===== config.mk =====
export PLATFORM = sky130hd
export DESIGN_NAME = ovl_redirect
export DESIGN_NICKNAME = d
export VERILOG_FILES = /design/src/rtl/ovl_pkg.sv /design/src/rtl/ovl_desc_regs.sv /design/src/rtl/ovl_match.sv /design/src/rtl/ovl_prio.sv /design/src/rtl/ovl_redirect.sv
export SDC_FILE = /design/constraint.sdc
export NUM_CORES = 2
export LEC_CHECK = 0
export BUFFER_PORTS_ARGS = -buffer_cell sky130_fd_sc_hd__buf_2
export CAP_MARGIN = 30
export CELL_PAD_IN_SITES_DETAIL_PLACEMENT = 2
export CELL_PAD_IN_SITES_GLOBAL_PLACEMENT = 2
export CORE_ASPECT_RATIO = 0.8
export CORE_MARGIN = 2
export CORE_UTILIZATION = 46
export CTS_CLUSTER_DIAMETER = 120
export DETAILED_ROUTE_END_ITERATION = 7
export PLACE_DENSITY = 0.84
export SLEW_MARGIN = 25
export SYNTH_ARGS = -nofsm -noshare
export SYNTH_HDL_FRONTEND = slang
export SYNTH_HIERARCHICAL = 1
export SYNTH_SLANG_ARGS = --single-unit

===== constraint.sdc =====
create_clock -name clk -period 7.9 [get_ports clk]
set_clock_uncertainty 0.2 [all_clocks]
set_input_delay 1.975 -clock clk [delete_from_list [all_inputs] [get_ports clk]]
set_output_delay 1.975 -clock clk [all_outputs]
set_load 0.03 [all_outputs]

===== src/rtl/ovl_pkg.sv =====
package ovl_pkg;

  typedef enum logic [1:0] {
    SEL_TBASE = 2'd0,
    SEL_MASK  = 2'd1,
    SEL_OBASE = 2'd2,
    SEL_NONE  = 2'd3
  } cfg_sel_e;

  function automatic logic seg_is_candidate(input logic [3:0] seg);
    return (seg == 4'h8) || (seg == 4'hA);
  endfunction

endpackage


===== src/rtl/ovl_desc_regs.sv =====
module ovl_desc_regs
  import ovl_pkg::*;
#(
  parameter int NBLK  = 16,
  parameter int OFS_W = 28,
  parameter int LOW_W = 22,
  parameter int DAT_W = 32,
  localparam int IDX_W = $clog2(NBLK)
) (
  input  logic                            clk,
  input  logic                            rst,
  input  logic                            cfg_we,
  input  logic [IDX_W-1:0]                cfg_blk,
  input  logic [1:0]                      cfg_sel,
  input  logic [DAT_W-1:0]                cfg_wdata,
  input  logic                            en_shadow_we,
  input  logic [NBLK-1:0]                 en_shadow_data,
  input  logic                            en_commit,
  output logic [NBLK-1:0]                 en_active,
  output logic [NBLK-1:0][OFS_W-1:0]      tbase,
  output logic [NBLK-1:0][LOW_W-1:0]      mask,
  output logic [NBLK-1:0][OFS_W-1:0]      obase
);

  logic [NBLK-1:0] en_shadow_q;
  logic [NBLK-1:0] en_active_q;

  always_ff @(posedge clk) begin
    if (rst) begin
      en_shadow_q <= '0;
      en_active_q <= '0;
    end else begin
      if (en_commit)    en_active_q <= en_shadow_q;
      if (en_shadow_we) en_shadow_q <= en_shadow_data;
    end
  end

  assign en_active = en_active_q;

  for (genvar b = 0; b < NBLK; b++) begin : g_desc
    logic [OFS_W-1:0] tbase_q;
    logic [LOW_W-1:0] mask_q;
    logic [OFS_W-1:0] obase_q;
    logic             sel_here;

    assign sel_here = cfg_we && (cfg_blk == IDX_W'(b));

    always_ff @(posedge clk) begin
      if (rst) begin
        tbase_q <= '0;
        mask_q  <= '0;
        obase_q <= '0;
      end else if (sel_here) begin
        case (cfg_sel_e'(cfg_sel))
          SEL_TBASE: tbase_q <= cfg_wdata[OFS_W-1:0];
          SEL_MASK:  mask_q  <= cfg_wdata[LOW_W-1:0];
          SEL_OBASE: obase_q <= cfg_wdata[OFS_W-1:0];
          default:   ;
        endcase
      end
    end

    assign tbase[b] = tbase_q;
    assign mask[b]  = mask_q;
    assign obase[b] = obase_q;
  end

  AST_ENABLES_HELD: assert property (@(posedge clk) disable iff (rst)
    !en_commit |=> $stable(en_active_q));

  AST_COMMIT_COPIES: assert property (@(posedge clk) disable iff (rst)
    (en_commit && !en_shadow_we) |=> (en_active_q == en_shadow_q));

endmodule


===== src/rtl/ovl_match.sv =====
module ovl_match
  import ovl_pkg::*;
#(
  parameter int NBLK  = 16,
  parameter int SEG_W = 4,
  parameter int OFS_W = 28,
  parameter int LOW_W = 22,
  localparam int ADDR_W = SEG_W + OFS_W,
  localparam int HI_W   = OFS_W - LOW_W
) (
  input  logic [ADDR_W-1:0]               addr,
  input  logic [NBLK-1:0]                 en_active,
  input  logic [NBLK-1:0][OFS_W-1:0]      tbase,
  input  logic [NBLK-1:0][LOW_W-1:0]      mask,
  output logic [NBLK-1:0]                 match
);

  logic             cand;
  logic [OFS_W-1:0] ofs;

  assign cand = seg_is_candidate(addr[ADDR_W-1 -: SEG_W]);
  assign ofs  = addr[OFS_W-1:0];

  for (genvar b = 0; b < NBLK; b++) begin : g_cmp
    logic [OFS_W-1:0] cmp_mask;
    logic [OFS_W-1:0] diff;
    assign cmp_mask = {{HI_W{1'b1}}, mask[b]};
    assign diff     = (ofs ^ tbase[b]) & cmp_mask;
    assign match[b] = en_active[b] && cand && (diff == '0);
  end

  always_comb begin
    AST_NO_MATCH_OUTSIDE: assert (cand || (match == '0));
  end

endmodule


===== src/rtl/ovl_prio.sv =====
module ovl_prio #(
  parameter int NBLK = 16,
  localparam int IDX_W = $clog2(NBLK)
) (
  input  logic [NBLK-1:0]  match,
  output logic             any,
  output logic [IDX_W-1:0] idx,
  output logic [NBLK-1:0]  grant
);

  always_comb begin
    any   = 1'b0;
    idx   = '0;
    grant = '0;
    for (int i = 0; i < NBLK; i++) begin
      if (match[i] && !any) begin
        any      = 1'b1;
        idx      = IDX_W'(i);
        grant[i] = 1'b1;
      end
    end
  end

  always_comb begin
    AST_ONE_WINNER: assert ($onehot0(grant));
    AST_WINNER_MATCHES: assert ((grant & match) == grant);
    AST_ANY_IFF_MATCH: assert (any == (match != '0));
  end

endmodule


===== src/rtl/ovl_redirect.sv =====
module ovl_redirect
  import ovl_pkg::*;
#(
  parameter int NBLK  = 16,
  parameter int SEG_W = 4,
  parameter int OFS_W = 28,
  parameter int LOW_W = 22,
  localparam int ADDR_W = SEG_W + OFS_W,
  localparam int IDX_W  = $clog2(NBLK)
) (
  input  logic              clk,
  input  logic              rst,
  input  logic              cfg_we,
  input  logic [IDX_W-1:0]  cfg_blk,
  input  logic [1:0]        cfg_sel,
  input  logic [ADDR_W-1:0] cfg_wdata,
  input  logic              en_shadow_we,
  input  logic [NBLK-1:0]   en_shadow_data,
  input  logic              en_commit,
  input  logic              acc_valid,
  input  logic [ADDR_W-1:0] acc_addr,
  output logic              out_valid,
  output logic [ADDR_W-1:0] out_addr,
  output logic              out_hit,
  output logic [IDX_W-1:0]  out_idx
);

  logic [NBLK-1:0]            en_active;
  logic [NBLK-1:0][OFS_W-1:0] tbase;
  logic [NBLK-1:0][LOW_W-1:0] mask;
  logic [NBLK-1:0][OFS_W-1:0] obase;
  logic [NBLK-1:0]            match;
  logic [NBLK-1:0]            grant;
  logic                       any;
  logic [IDX_W-1:0]           idx;

  ovl_desc_regs #(
    .NBLK(NBLK), .OFS_W(OFS_W), .LOW_W(LOW_W), .DAT_W(ADDR_W)
  ) u_regs (
    .clk(clk), .rst(rst),
    .cfg_we(cfg_we), .cfg_blk(cfg_blk), .cfg_sel(cfg_sel), .cfg_wdata(cfg_wdata),
    .en_shadow_we(en_shadow_we), .en_shadow_data(en_shadow_data), .en_commit(en_commit),
    .en_active(en_active), .tbase(tbase), .mask(mask), .obase(obase)
  );

  ovl_match #(
    .NBLK(NBLK), .SEG_W(SEG_W), .OFS_W(OFS_W), .LOW_W(LOW_W)
  ) u_match (
    .addr(acc_addr), .en_active(en_active), .tbase(tbase), .mask(mask), .match(match)
  );

  ovl_prio #(.NBLK(NBLK)) u_prio (
    .match(match), .any(any), .idx(idx), .grant(grant)
  );

  logic [OFS_W-1:0]  sel_obase;
  logic [LOW_W-1:0]  sel_mask;
  logic [OFS_W-1:0]  new_ofs;
  logic [ADDR_W-1:0] next_addr;

  assign sel_obase = obase[idx];
  assign sel_mask  = mask[idx];
  assign new_ofs   = {sel_obase[OFS_W-1:LOW_W],
                      (sel_obase[LOW_W-1:0] & sel_mask) |
                      (acc_addr[LOW_W-1:0] & ~sel_mask)};
  assign next_addr = any ? {acc_addr[ADDR_W-1 -: SEG_W], new_ofs} : acc_addr;

  always_ff @(posedge clk) begin
    if (rst) begin
      out_valid <= 1'b0;
      out_addr  <= '0;
      out_hit   <= 1'b0;
      out_idx   <= '0;
    end else begin
      out_valid <= acc_valid;
      out_addr  <= next_addr;
      out_hit   <= acc_valid && any;
      out_idx   <= idx;
    end
  end

  AST_LATENCY: assert property (@(posedge clk) disable iff (rst)
    acc_valid |=> out_valid);
  AST_IDLE_NO_HIT: assert property (@(posedge clk) disable iff (rst)
    !acc_valid |=> (!out_valid && !out_hit));
  AST_MISS_PASS: assert property (@(posedge clk) disable iff (rst)
    (acc_valid && !any) |=> (out_addr == $past(acc_addr) && !out_hit));
  AST_SEG_KEPT: assert property (@(posedge clk) disable iff (rst)
    acc_valid |=> (out_addr[ADDR_W-1 -: SEG_W] == $past(acc_addr[ADDR_W-1 -: SEG_W])));
  AST_HIT_SEGMENT: assert property (@(posedge clk) disable iff (rst)
    out_hit |-> seg_is_candidate(out_addr[ADDR_W-1 -: SEG_W]));

endmodule


==> metrics.md <==
| Metric | Value |
|---|---|
| Status | `complete, no violations` |
| Initial core utilization | `46.3%` |
| Crit share post-route | `93.7%` |
| Worst path cell trace | `buf_2, buf_4, xor2_1, a22o_1, a221oi_1, nand4_1, nor2_1, nor4_1, nand3_1, buf_4, a21oi_1, or3_2, nor2b_4, buf_4, a21oi_1, nand3_1, buf_4, a22o_1, a21oi_1, buf_4` |
| Die Height | `335 µm` |
| Endpoints failing setup | `0` |
| Slew headroom | `18.8%` |
| TNS Setup | `0 ps` |
| Flop-to-flop setup slack | `1990 ps` |
| CTS Hold Bufs | `0` |
| CP Buf/Inv Count | `6` |
| Slowest Stage Delay on Critical Path | `880 ps` |
| FF/Latch Area | `26400 µm²` |
| GR Util All Layers | `38.7%` |
| Vias in the first global route | `54.9k` |
| CTS Buf Count | `144` |
| PD cells | `206 nW/µm²` |
| Detail Route Antenna Nets | `0` |
| Max Buffers Root-to-Sink | `3` |
| DRT iter0 DRCs | `4261` |
| Rows | `121` |
| Pins Over Slew Limit | `0` |
| Max-cap viol count | `0` |
| Worst path slowest cell | `nor2b_4` |
| Setup bufs post-CTS | `0` |
| Worst-Skew Late Latency | `820 ps` |
| CP Class | `in2reg` |
| DPL Wire Length | `159 mm` |
| IO Pins | `130` |
| Largest delay contributor family on the critical path | `simple AND/OR/NAND/NOR gates` |
| Commonest non-fill, non-tap cells in the layout | `mux2i_1 (1456), dfxtp_1 (1318), nand2b_1 (1262)` |
| Root buffer cell | `clkbuf_16` |
| Multi-input logic area | `34100 µm²` |
| WL/cell | `35.6 µm` |
| Total length of routed met2 wires | `129 mm` |
| Most common cell on crit path | `buf_4` |
| Routability cong. | `0.856` |
| Worst IR Drop VDD | `0.252 mV` |
| Max Clk Rate | `135 MHz` |
| DR top layer | `met5` |
| Vias after detailed routing | `48.7k` |
| Cells after Synth | `5872` |
| CP Max Fanout | `25` |
| Pre-CTS setup slack | `589 ps` |
| Via/cell ratio | `6.25` |
| Commonest non-fill, non-tap cell in the layout | `mux2i_1` |
| Die ar. | `140000 µm²` |
| Initial antenna violation count | `22` |
| Leakage | `33.7 nW` |
| RSZ-0062 raised after global routing | `no` |
| DR DRC count | `0` |
| Largest net degree at the start of global routing | `261` |
| Hold crit path type | `reg2reg` |
| Met3 wire len | `20.7 mm` |
| Synthesis-to-finish area growth | `12.1%` |
| Mapped Area | `62900 µm²` |
| Critical Path AT | `7890 ps` |
| Core area | `136000 µm²` |
| Final hold viol count | `0` |
| Post-CTS sizing | `0` |
| First-pass GRT wire length | `399 mm` |
| Routed wire length | `277 mm` |
| DR pass1 iterations | `5` |
| Synth warnings | `6` |
| Layout cells sized above 1 | `13.9%` |
| Final #Nets | `5978` |
| Final WS setup | `497 ps` |
| H-tree Lvls | `4` |
| Avg Cell Area, Syn | `10.7 µm²` |
| Gr ovfl total | `0` |
| Crit path launch type | `input pin` |
| Number of port buffers | `125` |
| Mapped Nets | `5964` |
| Worst Max-Slew Pin Slew | `1220 ps` |
| Sink Count | `1318` |
| Final min period | `7400 ps` |
| # fillers | `13.1k` |
| CTS tree | `done` |
| Worst-path clk slew | `60 ps` |
| CP endpoint kind | `flop` |
| CP required | `8390 ps` |
| DIE WIDTH | `417 µm` |
| Met1 WL | `113 mm` |
power by group:
group          internal, mW  switching, mW
logic                 0.282          0.570
registers              6.69         0.0394
clock network          3.91           3.07
total                  10.9           3.68
metrics by stage:
stage	power [mW]	instances	cell area (µm²)	utilization, %	hold WS, ps
after floorplan	7.36	5872	62900	-	246
after global placement	7.64	7516	65700	48.3	255
after detailed placement	7.66	7522	65800	48.5	269
after CTS	14.6	7776	70400	51.9	280
after global routing	14.9	7781	70500	51.9	299
final	14.6	7786	70500	51.9	278
sequential cells by signal (all words and copies together) (netlist names):
signal,count
out_addr,32
out_hit,1
out_idx,4
out_valid,1
u_regs/en_active,16
u_regs/en_shadow_q,16
u_regs/g_desc.mask_q,352
u_regs/g_desc.obase_q,448
u_regs/g_desc.tbase_q,448
layer usage:
layer | GRT usage, % | vias to the layer above
met3 | 9.02 | 733
li1 | - | 20200
met5 | 0 | -
met4 | 20.5 | 24
met1 | 47.7 | 25600
met2 | 63.0 | 2150
area by class of cell:
cell class,instances,share of cell area [%]
Tap cell,1783,3.16
Multi-Input combinational cell,4017,48.4
Sequential cell,1318,37.4
Antenna cell,9,0.0319
Clock inverter,37,0.483
Clock buffer,217,6.08
Timing Repair Buffer,403,4.39
Inverter,2,0.0106
path summary, 6_finish.rpt:
kind | start | end | cells after the start
setup / recovery | acc_addr[0] | out_addr[15] | 20
setup reg to reg | u_regs/g_desc[9].tbase_q[17] | out_addr[15] | 19
hold reg to reg | u_regs/g_desc[0].obase_q[4] | u_regs/g_desc[0].obase_q[4] | 2
hold / removal | u_regs/g_desc[0].obase_q[4] | u_regs/g_desc[0].obase_q[4] | 2
tightest hold or removal path, stage by stage, from the launching register on:
cell and delay, ps:
dfxtp_1 310, nand2b_1 60, mux2i_1 60
No activity file was read; power rests on OpenSTA's default activity.
